<file path="config.mk">
export PLATFORM = sky130hd
export DESIGN_NAME = sar_adc_ctrl
export DESIGN_NICKNAME = d
export VERILOG_FILES = /design/src/rtl/sar_pkg.sv /design/src/rtl/sar_prescale.sv /design/src/rtl/sar_search.sv /design/src/rtl/sar_result.sv /design/src/rtl/sar_adc_ctrl.sv
export SDC_FILE = /design/constraint.sdc
export NUM_CORES = 1
export LEC_CHECK = 0
export BUFFER_PORTS_ARGS = -buffer_cell sky130_fd_sc_hd__buf_2
export CAP_MARGIN = 20
export CORE_ASPECT_RATIO = 0.9
export CORE_UTILIZATION = 55
export CTS_CLUSTER_DIAMETER = 50
export DETAILED_ROUTE_END_ITERATION = 8
export GPL_ROUTABILITY_DRIVEN = 0
export HOLD_SLACK_MARGIN = 0.03
export PLACE_DENSITY = 0.87
export SETUP_SLACK_MARGIN = 0.2
export SLEW_MARGIN = 25
export SYNTH_ARGS = -nofsm -noshare
export SYNTH_HDL_FRONTEND = slang
export SYNTH_SLANG_ARGS = --single-unit
</file>
<file path="constraint.sdc">
create_clock -name clk -period 6.7 [get_ports clk]
set_input_delay 1.34 -clock clk [delete_from_list [all_inputs] [get_ports clk]]
set_output_delay 1.34 -clock clk [all_outputs]
set_load 0.05 [all_outputs]
</file>
<file path="src/rtl/sar_pkg.sv">
package sar_pkg;

  localparam int unsigned CODE_W = 10;
  localparam int unsigned PAIR_W = 16;
  localparam int unsigned PAD_W  = PAIR_W - CODE_W;
  localparam int unsigned DIVCNT_W = 5;

  typedef enum logic [1:0] {
    ST_IDLE   = 2'd0,
    ST_SETTLE = 2'd1,
    ST_TRIAL  = 2'd2
  } sar_state_e;

  // Tick period in system clocks for a divider select code; 11 aliases 10.
  function automatic logic [DIVCNT_W:0] tick_period(input logic [1:0] sel);
    logic [DIVCNT_W:0] p;
    unique case (sel)
      2'b00:   p = 6'd2;
      2'b01:   p = 6'd8;
      default: p = 6'd32;
    endcase
    return p;
  endfunction

  // Places a code inside the result pair.
  function automatic logic [PAIR_W-1:0] place_code(input logic [CODE_W-1:0] code,
                                                   input logic right_align);
    logic [PAIR_W-1:0] w;
    if (right_align) w = {{PAD_W{1'b0}}, code};
    else             w = {code, {PAD_W{1'b0}}};
    return w;
  endfunction

endpackage

</file>
<file path="src/rtl/sar_prescale.sv">
module sar_prescale
  import sar_pkg::*;
(
  input  logic       clk,
  input  logic       rst_n,
  input  logic       restart,
  input  logic [1:0] div_sel,
  output logic       tick
);

  logic [DIVCNT_W-1:0] cnt_q;
  logic [DIVCNT_W:0]   period;
  logic [DIVCNT_W-1:0] last_val;

  assign period   = tick_period(div_sel);
  assign last_val = DIVCNT_W'(period - 1'b1);
  assign tick     = !restart && (cnt_q == last_val);

  always_ff @(posedge clk) begin
    if (!rst_n) begin
      cnt_q <= '0;
    end else if (restart || tick) begin
      cnt_q <= '0;
    end else begin
      cnt_q <= cnt_q + 1'b1;
    end
  end

  // the shortest tick period is two clocks, so ticks never abut.
  p_tick_spacing_r4: assert property (@(posedge clk) disable iff (!rst_n)
    tick |=> !tick);

endmodule

</file>
<file path="src/rtl/sar_search.sv">
module sar_search
  import sar_pkg::*;
#(
  parameter int unsigned N        = CODE_W,
  parameter int unsigned SETTLE_W = 4
) (
  input  logic                clk,
  input  logic                rst_n,
  input  logic                start,
  input  logic                tick,
  input  logic [SETTLE_W-1:0] settle_len,
  input  logic                cmp_in,
  output logic [N-1:0]        dac_code,
  output logic                active,
  output logic                finish,
  output logic [N-1:0]        code_out
);

  localparam int unsigned IDX_W = $clog2(N);
  localparam logic [IDX_W-1:0] TOP_IDX = IDX_W'(N - 1);

  sar_state_e          state_q;
  logic [SETTLE_W-1:0] wait_q;
  logic [IDX_W-1:0]    idx_q;
  logic [N-1:0]        kept_q;
  logic [N-1:0]        probe;
  logic                settle_end;

  assign probe      = N'(1) << idx_q;
  assign active     = (state_q != ST_IDLE);
  assign dac_code   = (state_q == ST_TRIAL) ? (kept_q | probe) : '0;
  assign settle_end = (state_q == ST_SETTLE) && tick && (wait_q == SETTLE_W'(1));
  assign finish     = (state_q == ST_TRIAL) && tick && (idx_q == '0);
  assign code_out   = cmp_in ? (kept_q | probe) : kept_q;

  always_ff @(posedge clk) begin
    if (!rst_n) begin
      state_q <= ST_IDLE;
      wait_q  <= '0;
      idx_q   <= '0;
      kept_q  <= '0;
    end else if (start) begin
      wait_q  <= settle_len;
      idx_q   <= TOP_IDX;
      kept_q  <= '0;
      state_q <= (settle_len == '0) ? ST_TRIAL : ST_SETTLE;
    end else if (tick) begin
      unique case (state_q)
        ST_SETTLE: begin
          wait_q <= wait_q - 1'b1;
          if (wait_q == SETTLE_W'(1)) state_q <= ST_TRIAL;
        end
        ST_TRIAL: begin
          if (cmp_in) kept_q <= kept_q | probe;
          if (idx_q == '0) state_q <= ST_IDLE;
          else             idx_q   <= idx_q - 1'b1;
        end
        default: ;
      endcase
    end
  end

  // the first trial after settling probes the MSB alone.
  p_msb_first_r3: assert property (@(posedge clk) disable iff (!rst_n)
    settle_end |=> (dac_code == (N'(1) << (N - 1))));

endmodule

</file>
<file path="src/rtl/sar_result.sv">
module sar_result
  import sar_pkg::*;
(
  input  logic              clk,
  input  logic              rst_n,
  input  logic              load,
  input  logic [CODE_W-1:0] code,
  input  logic              right_align,
  output logic [7:0]        res_hi,
  output logic [7:0]        res_lo
);

  logic [PAIR_W-1:0] pair_q;

  always_ff @(posedge clk) begin
    if (!rst_n)    pair_q <= '0;
    else if (load) pair_q <= place_code(code, right_align);
  end

  assign res_hi = pair_q[PAIR_W-1:8];
  assign res_lo = pair_q[7:0];

endmodule

</file>
<file path="src/rtl/sar_adc_ctrl.sv">
module sar_adc_ctrl
  import sar_pkg::*;
(
  input  logic              clk,
  input  logic              rst_n,
  input  logic              enable,
  input  logic              go_set,
  input  logic [1:0]        clk_div_sel,
  input  logic [2:0]        chan_sel,
  input  logic              justify,
  input  logic [3:0]        settle_len,
  input  logic              flag_clr,
  input  logic              cmp_in,
  output logic [CODE_W-1:0] dac_code,
  output logic [2:0]        chan_out,
  output logic              busy,
  output logic              done_flag,
  output logic [7:0]        res_hi,
  output logic [7:0]        res_lo
);

  logic              accept;
  logic              tick;
  logic              finish;
  logic [CODE_W-1:0] code;
  logic [1:0]        div_q;
  logic              just_q;
  logic [2:0]        chan_q;
  logic              flag_q;

  assign accept = go_set && enable && !busy;

  always_ff @(posedge clk) begin
    if (!rst_n) begin
      div_q  <= '0;
      just_q <= 1'b0;
      chan_q <= '0;
    end else if (accept) begin
      div_q  <= clk_div_sel;
      just_q <= justify;
      chan_q <= chan_sel;
    end
  end

  always_ff @(posedge clk) begin
    if (!rst_n)        flag_q <= 1'b0;
    else if (finish)   flag_q <= 1'b1;
    else if (flag_clr) flag_q <= 1'b0;
  end

  sar_prescale u_div (
    .clk     (clk),
    .rst_n   (rst_n),
    .restart (accept),
    .div_sel (div_q),
    .tick    (tick)
  );

  sar_search #(.N(CODE_W), .SETTLE_W(4)) u_srch (
    .clk        (clk),
    .rst_n      (rst_n),
    .start      (accept),
    .tick       (tick),
    .settle_len (settle_len),
    .cmp_in     (cmp_in),
    .dac_code   (dac_code),
    .active     (busy),
    .finish     (finish),
    .code_out   (code)
  );

  sar_result u_res (
    .clk         (clk),
    .rst_n       (rst_n),
    .load        (finish),
    .code        (code),
    .right_align (just_q),
    .res_hi      (res_hi),
    .res_lo      (res_lo)
  );

  assign chan_out  = chan_q;
  assign done_flag = flag_q;

  // a start is refused while disabled.
  p_no_start_disabled_r5: assert property (@(posedge clk) disable iff (!rst_n)
    (!enable && !busy) |=> !busy);

  // the flag rises on the edge that ends the conversion.
  p_done_ends_busy_r6: assert property (@(posedge clk) disable iff (!rst_n)
    $rose(done_flag) |-> $fell(busy));

  // the flag holds until cleared.
  p_flag_sticky_r7: assert property (@(posedge clk) disable iff (!rst_n)
    (done_flag && !flag_clr) |=> done_flag);

  // channel held for the whole conversion.
  p_chan_hold_r9: assert property (@(posedge clk) disable iff (!rst_n)
    (busy && $past(busy)) |-> $stable(chan_out));

  // result pair frozen while busy.
  p_result_hold_r11: assert property (@(posedge clk) disable iff (!rst_n)
    (busy && $past(busy)) |-> ($stable(res_hi) && $stable(res_lo)));

endmodule

</file>
==> results of run 1 <==
## state kept, by name, summed over array words and instances (netlist names)
| name | cells |
|---|---|
| u_srch.wait_q | 4 |
| chan_out | 3 |
| u_srch.state_q | 2 |
| u_res.pair_q | 16 |
| done_flag | 1 |
| u_div.cnt_q | 5 |
| just_q | 1 |
| u_srch.kept_q | 10 |
| div_q | 2 |
| u_srch.idx_q | 4 |
## final cells by class
class / instances / area [sq um] / share of cell area, %
Timing Repair Buffer: 49 / 253 / 9.05
Tap cell: 48 / 60.1 / 2.15
Inverter: 8 / 30.0 / 1.07
Clock inverter: 3 / 90.1 / 3.22
Sequential cell: 48 / 961 / 34.4
Multi-Input combinational cell: 206 / 1330 / 47.6
Clock buffer: 5 / 68.8 / 2.46
## tightest hold or removal path, stage by stage (launching register included)
cell and delay (ns):
dfxtp_1 0.32, nand2_1 0.05, a21oi_1 0.05
## cell families (layout without fill, tap and decap cells)
logic type | after synthesis | count (layout) | share of synthesized area [%]
adders and majority gates | 9 | 9 | 4.67
xor gates and xnor gates | 6 | 6 | 2.18
DFF | 48 | 48 | 39.9
AOI/OAI and AO/OA | 101 | 101 | 27.3
buffers and inverters | 30 | 65 | 5.14
and+or+nand+nor | 90 | 90 | 20.9
## stage by stage
stage	utilization [%]	hold WS, ns
finish	67.7	0.466
global route	67.7	0.491
CTS	67.7	0.467
detailed placement	63.8	0.454
global placement	63.8	0.440
floorplan	-	0.458
## synth_stat cells, types with 2 or more instances
cell type | instances | area (sq um)
nand3b_1 | 3 | 22.5
ha_1 | 9 | 113
o2111ai_1 | 2 | 17.5
nor2_1 | 20 | 75.1
o31ai_1 | 3 | 22.5
nand2_1 | 16 | 60.1
a311o_1 | 3 | 30.0
xor2_1 | 4 | 35.0
a21oi_1 | 38 | 190
nor2b_1 | 3 | 18.8
or4_1 | 6 | 45.0
nand3_1 | 7 | 35.0
a2111o_1 | 2 | 22.5
a311oi_1 | 3 | 26.3
o211a_1 | 7 | 70.1
buf_2 | 3 | 15.0
nor3_1 | 5 | 25.0
nor3b_1 | 2 | 15.0
a31oi_1 | 5 | 31.3
o21a_1 | 2 | 15.0
a31o_2 | 7 | 61.3
or3_1 | 2 | 12.5
nor4_1 | 2 | 12.5
dfxtp_1 | 48 | 961
nand4b_1 | 2 | 17.5
inv_1 | 7 | 26.3
o21ai_0 | 22 | 110
nand4_1 | 10 | 62.6
clkbuf_1 | 18 | 67.6
or2_2 | 2 | 12.5
xnor2_1 | 2 | 17.5
nand2b_1 | 2 | 12.5
## power by group
part | internal (mW) | switching, mW | total (mW)
clock | 0.186 | 0.0945 | 0.281
sequential | 0.293 | 0.0109 | 0.304
combinational | 0.0301 | 0.0692 | 0.0994
total | 0.510 | 0.175 | 0.684
## per-layer routing
layer / vias up / wire (microns)
met1: 1082 / 2740
li1: 1134 / -
met5: - / 0
met4: 0 / 56
met3: 7 / 405
met2: 102 / 2580
## worst max-delay path by stage
stage,start,to,cells after the start
4_1_cts,u_srch.idx_q[0],dac_code[0],5
6_report,u_srch.idx_q[0],dac_code[0],5
5_1_grt,u_srch.idx_q[0],dac_code[0],5
2_1_floorplan,u_srch.idx_q[0],dac_code[0],5
3_5_place_dp,u_srch.idx_q[0],dac_code[0],5
3_3_place_gp,u_srch.idx_q[0],dac_code[0],5
==> flow_metrics.env, run 1 <==
export IMPL_status="completed"
export IMPL_grt_pass1_wl_mm=9.43
export IMPL_layout_commonest_cell="dfxtp_1"
export IMPL_min_path_cells=2
export IMPL_rsz0062_at_grt="false"
export IMPL_worst_path_buf_inv=2
export IMPL_slew_headroom_pct=43.2
export IMPL_antenna_found_initial=0
export IMPL_max_clock_path_buffers=2
export IMPL_drt_wl_total_mm=5.78
export IMPL_setup_viol=0
export IMPL_start_kind="register"
export IMPL_cts_resized=0
export IMPL_worst_path_max_delay_cell="or3b_1"
export IMPL_placedCellCount=359
export IMPL_first_pass_iters=5
export IMPL_min_to="chan_out[2]"
export IMPL_clockRootBuffer="clkbuf_8"
export IMPL_drv_slew=0
export IMPL_grtUsageMet2_pct=40.2
export IMPL_clkLatencyLatePin_ns=0.30
export IMPL_viasPerCell=6.34
export IMPL_cp_top_family="simple AND/OR/NAND/NOR gates"
export IMPL_dp_hpwl_mm=4.00
export IMPL_drc=0
export IMPL_p_per_area_nw_per_um2=245
export IMPL_grt_pass1_vias=1979
export IMPL_die_w_microns=71.8
export IMPL_fin_area_sq_um=2790
export IMPL_cts_tree="yes"
export IMPL_n_fill_cell=341
export IMPL_drtIter0Drc=214
export IMPL_grt_max_degree=32
export IMPL_rows=22
export IMPL_reg2reg_to="u_res.pair_q[0]"
export IMPL_finalNonFillerCells=367
export IMPL_hold_viol=0
export IMPL_setup_worst_path_class="register to primary output"
export IMPL_n_antenna_cell=0
export IMPL_die_h_microns=64.8
export IMPL_p_total_uw=684
export IMPL_post_cts_setup_buffer_count=0
export IMPL_hold_path_startpoint="chan_out[2]"
export IMPL_ys_flop_type="dfxtp_1"
export IMPL_wl_per_cell_microns=15.7
export IMPL_worstReg2RegStart="u_srch.idx_q[0]"
export IMPL_syn_inst=284
export IMPL_grtUsageMet1_pct=36.8
export IMPL_syn_num_nets=309
export IMPL_final_cell_mix="dfxtp_1, buf_2, a21oi_1"
export IMPL_core_area_sq_um=4130
export IMPL_clkSinkCount=48
export IMPL_grt_use_met3_pct=4.51
export IMPL_power_leakage_nw=1.19
export IMPL_crit_chain="inv_1 -> ha_1 -> or3b_1 -> a21oi_1 -> buf_2"
export IMPL_setup_tns_final_ns=0
export IMPL_r2r_slack_ns=4.16
export IMPL_setup_ws_ns=3.28
export IMPL_ant_nets=0
export IMPL_ir_drop_mv=0.174
export IMPL_synth_area_sq_um=2410
export IMPL_clkSlewWorstSetupHoldPaths_ns=0.08
export IMPL_critPathRequiredTime_ns=5.36
export IMPL_crit_fanout=7
export IMPL_gr_usage_all_layers_pct=25.9
export IMPL_die_area_sq_um=4650
export IMPL_slowest_delay_ns=0.50
export IMPL_layout_drive_gt1_share_pct=22.3
export IMPL_vias=2325
export IMPL_start_util_pct=58.4
export IMPL_reg2regPathDepth=6
export IMPL_numCtsBuffers=5
export IMPL_post_place_ws_ns=3.64
export IMPL_yosysWarnings=0
export IMPL_busiest_layer="met2"
export IMPL_fin_crit_ns=3.42
export IMPL_ys_types=49
export IMPL_area_growth_synth_to_final_pct=15.9
export IMPL_cts_hold_fix_buffers=0
export IMPL_async_reset_ff_share_pct=0
export IMPL_boundaryPins=47
export IMPL_end_kind="primary output"
export IMPL_synth_edff_count=0
export IMPL_skew_ns=0.00765
export IMPL_postSynthAreaPerCell_sq_um=8.49
export IMPL_drv_cap=0
export IMPL_worst_pin_slew_ns=0.852
export IMPL_seq_area_frac_synth_pct=39.9
export IMPL_ys_ff_latch=48
export IMPL_max_freq_mhz=292
export IMPL_cp_data_arrival_time_ns=2.08
export IMPL_htreeDepth=2
export IMPL_numPortBuffers=46
export IMPL_fin_nets=343
export IMPL_period_share_pct=51.1
export IMPL_grt_ovfl_total=0
export IMPL_dpl_cell_area_sq_um=2640
export IMPL_hold_path_class="register to register"
Power figures use the tool's default switching activity.
==> inputs of run 2 (changes only) <==
Settings changed: ABC_AREA set to 1, PLACE_DENSITY 0.87 to 0.86.
Clock period 6.7 ns to 3.2 ns, I/O delays scaled along.
==> run 2 against run 1 <==
Against the previous run: first-iteration DRC count grew 14%; sequential power grew 110%; count of clock-buffer cells in the layout is the same; combinational power grew to 3.0 times the previous value; non-clock buffer count shrank 1; cell count grew 36%; largest power group unchanged; die area grew 7.3%; via count grew 12%; clock skew grew 0.0065 ns; sequential share of layout area shrank 1.8 points; total power grew 100%.
==> flow_metrics.env, run 2 <==
export IMPL_clkSinkCount=48
export IMPL_drtIter0Drc=244
export IMPL_hold_viol=0
export IMPL_grt_ovfl_total=0
export IMPL_skew_ns=0.0142
export IMPL_cts_resized=0
export IMPL_core_area_sq_um=4490
export IMPL_p_clk_share_pct=30.5
export IMPL_fin_crit_ns=2.48
export IMPL_boundaryPins=47
export IMPL_htreeDepth=2
export IMPL_postSynthAreaPerCell_sq_um=6.56
export IMPL_syn_inst=395
export IMPL_numPortBuffers=46
export IMPL_clkSlewWorstSetupHoldPaths_ns=0.09
export IMPL_clkLatencyLatePin_ns=0.30
export IMPL_drt_wl_total_mm=5.79
export IMPL_async_reset_ff_share_pct=0
export IMPL_cp_data_arrival_time_ns=1.84
export IMPL_start_util_pct=57.7
export IMPL_antenna_found_initial=0
export IMPL_power_leakage_nw=1.44
export IMPL_internal_power_uw=935
export IMPL_ys_top_cells_by_count="nand2_1, nor2_1, dfxtp_1"
export IMPL_drv_cap=0
export IMPL_synth_top_area_cell="dfxtp_1"
export IMPL_rows=23
export IMPL_start_kind="register"
export IMPL_layout_commonest_cell="nand2_1"
export IMPL_fin_nets=463
export IMPL_worst_path_buf_inv=4
export IMPL_synth_edff_count=0
export IMPL_crit_chain="inv_2 -> nor2_2 -> buf_4 -> inv_1 -> a21oi_1 -> buf_2"
export IMPL_slowest_delay_ns=0.40
export IMPL_layout_drive_gt1_share_pct=15.6
export IMPL_gr_usage_all_layers_pct=24.5
export IMPL_r2r_slack_ns=1.15
export IMPL_numCtsBuffers=5
export IMPL_yosysTopAreaCellShare_pct=37.1
export IMPL_p_per_area_nw_per_um2=463
export IMPL_end_kind="primary output"
export IMPL_drv_slew=0
export IMPL_top_regs="u_res.pair_q (16), u_srch.kept_q (10), u_div.cnt_q (5)"
export IMPL_die_area_sq_um=4990
export IMPL_reg2regPathDepth=10
export IMPL_area_growth_synth_to_final_pct=13.8
export IMPL_dp_hpwl_mm=4.29
export IMPL_setup_worst_path_class="register to primary output"
export IMPL_rsz0062_at_grt="false"
export IMPL_setup_tns_final_ns=0
export IMPL_cts_tree="yes"
export IMPL_ant_nets=0
export IMPL_endpoint="dac_code[0]"
export IMPL_largest_register_ffs=16
export IMPL_yosysWarnings=0
export IMPL_worstReg2RegStart="div_q[1]"
export IMPL_grt_pass1_wl_mm=9.37
export IMPL_crit_path_start="u_srch.state_q[1]"
export IMPL_p_total_mw=1.37
export IMPL_wl_per_cell_microns=11.6
export IMPL_hold_path_class="register to register"
export IMPL_ys_ff_latch=48
export IMPL_max_freq_mhz=403
export IMPL_min_path_cells=2
export IMPL_setup_viol=0
export IMPL_n_antenna_cell=0
export IMPL_max_clock_path_buffers=2
export IMPL_grt_max_degree=23
export IMPL_ir_drop_mv=0.250
export IMPL_first_pass_iters=5
export IMPL_post_cts_setup_buffer_count=0
export IMPL_clockRootBuffer="clkbuf_8"
export IMPL_synth_most_common_cell="nand2_1"
export IMPL_grt_pass1_vias=2212
export IMPL_drc=0
export IMPL_swShare_pct=31.5
export IMPL_synth_area_sq_um=2590
export IMPL_worst_path_max_delay_cell="dfxtp_1"
export IMPL_syn_num_nets=420
export IMPL_viasPerCell=5.20
export IMPL_ys_types=25
export IMPL_whs_ns=0.471
export IMPL_slew_headroom_pct=66.1
export IMPL_power_share_sequential_pct=47.4
export IMPL_cts_hold_fix_buffers=0
export IMPL_final_cell_mix="nand2_1, nor2_1, dfxtp_1"
export IMPL_period_share_pct=77.5
export IMPL_regMostFlops="u_res.pair_q"
export IMPL_die_h_microns=67.1
export IMPL_synth_area_leaders="dfxtp_1, nand2_1, nand3_1"
export IMPL_critPathRequiredTime_ns=2.56
export IMPL_cp_num_cells=6
export IMPL_seq_area_frac_synth_pct=37.1
export IMPL_ys_flop_type="dfxtp_1"
export IMPL_p_sw_uw=431
export IMPL_cp_top_family="buffers and inverters"
export IMPL_worst_pin_slew_ns=0.504
export IMPL_vias=2594
export IMPL_reg2reg_to="u_res.pair_q[15]"
export IMPL_die_w_microns=74.4
export IMPL_combinationalPowerShare_pct=22.1
export IMPL_crit_fanout=17
export IMPL_status="completed"
[run 2: cells by family (layout without fill, tap and decap cells)]
logic type	count (synthesis)	count (layout)	synth area share, %
buffers and inverters	67	109	10.5
XOR/XNOR	7	7	2.37
AO/OA/AOI/OAI	46	46	9.22
AND/OR/NAND/NOR	218	218	36.5
flip-flops	48	48	37.1
adder cells (fa/ha/maj)	9	9	4.35
[run 2: per-stage QoR]
step / area [sq um] / setup slack (ns) / std cells / util (%)
CTS: 2950 / 0.771 / 499 / 65.7
global route: 2950 / 0.633 / 499 / 65.7
detailed placement: 2850 / 1.03 / 493 / 63.5
global placement: 2850 / 1.11 / 493 / 63.5
finish: 2950 / 0.719 / 499 / 65.7
floorplan: 2590 / 0.847 / 395 / -
[run 2: worst min-delay path by stage]
stage                          start  slack (ns)               end
floorplan             u_div.cnt_q[0]        0.44    u_div.cnt_q[0]
global placement           done_flag        0.45         done_flag
detailed placement  u_srch.kept_q[9]        0.46  u_srch.kept_q[9]
CTS                 u_srch.kept_q[9]        0.48  u_srch.kept_q[9]
global route        u_srch.kept_q[9]        0.49  u_srch.kept_q[9]
finish              u_srch.kept_q[9]        0.47  u_srch.kept_q[9]
[run 2: power by group through the flow]
stage / Clock [mW] / Combinational [mW] / Sequential [mW]
6_report: 0.416 / 0.301 / 0.648
5_1_grt: 0.443 / 0.333 / 0.652
4_1_cts: 0.423 / 0.298 / 0.647
3_5_place_dp: 0 / 0.297 / 0.661
3_3_place_gp: 0 / 0.287 / 0.660
2_1_floorplan: 0 / 0.217 / 0.677
[run 2: routing by layer]
layer  vias up  track usage [%]  routed length, microns
li1       1333                -                       -
met1      1139             31.5                    2680
met2       112             40.0                    2660
met3        10             5.45                     368
met4         0             9.67                      90
met5         -                0                       0
[run 2: worst min-delay path: stages, from the launching register on]
cell,delay [ns]
dfxtp_1,0.30
inv_1,0.07
a21oi_1,0.06
[run 2: final cells by class]
class                           count  area, sq um
Clock buffer                        5         68.8
Clock inverter                      1         30.0
Fill cell                         420         1540
Inverter                           55          206
Multi-Input combinational cell    280         1360
Sequential cell                    48          961
Tap cell                           62         77.6
Timing Repair Buffer               48          245
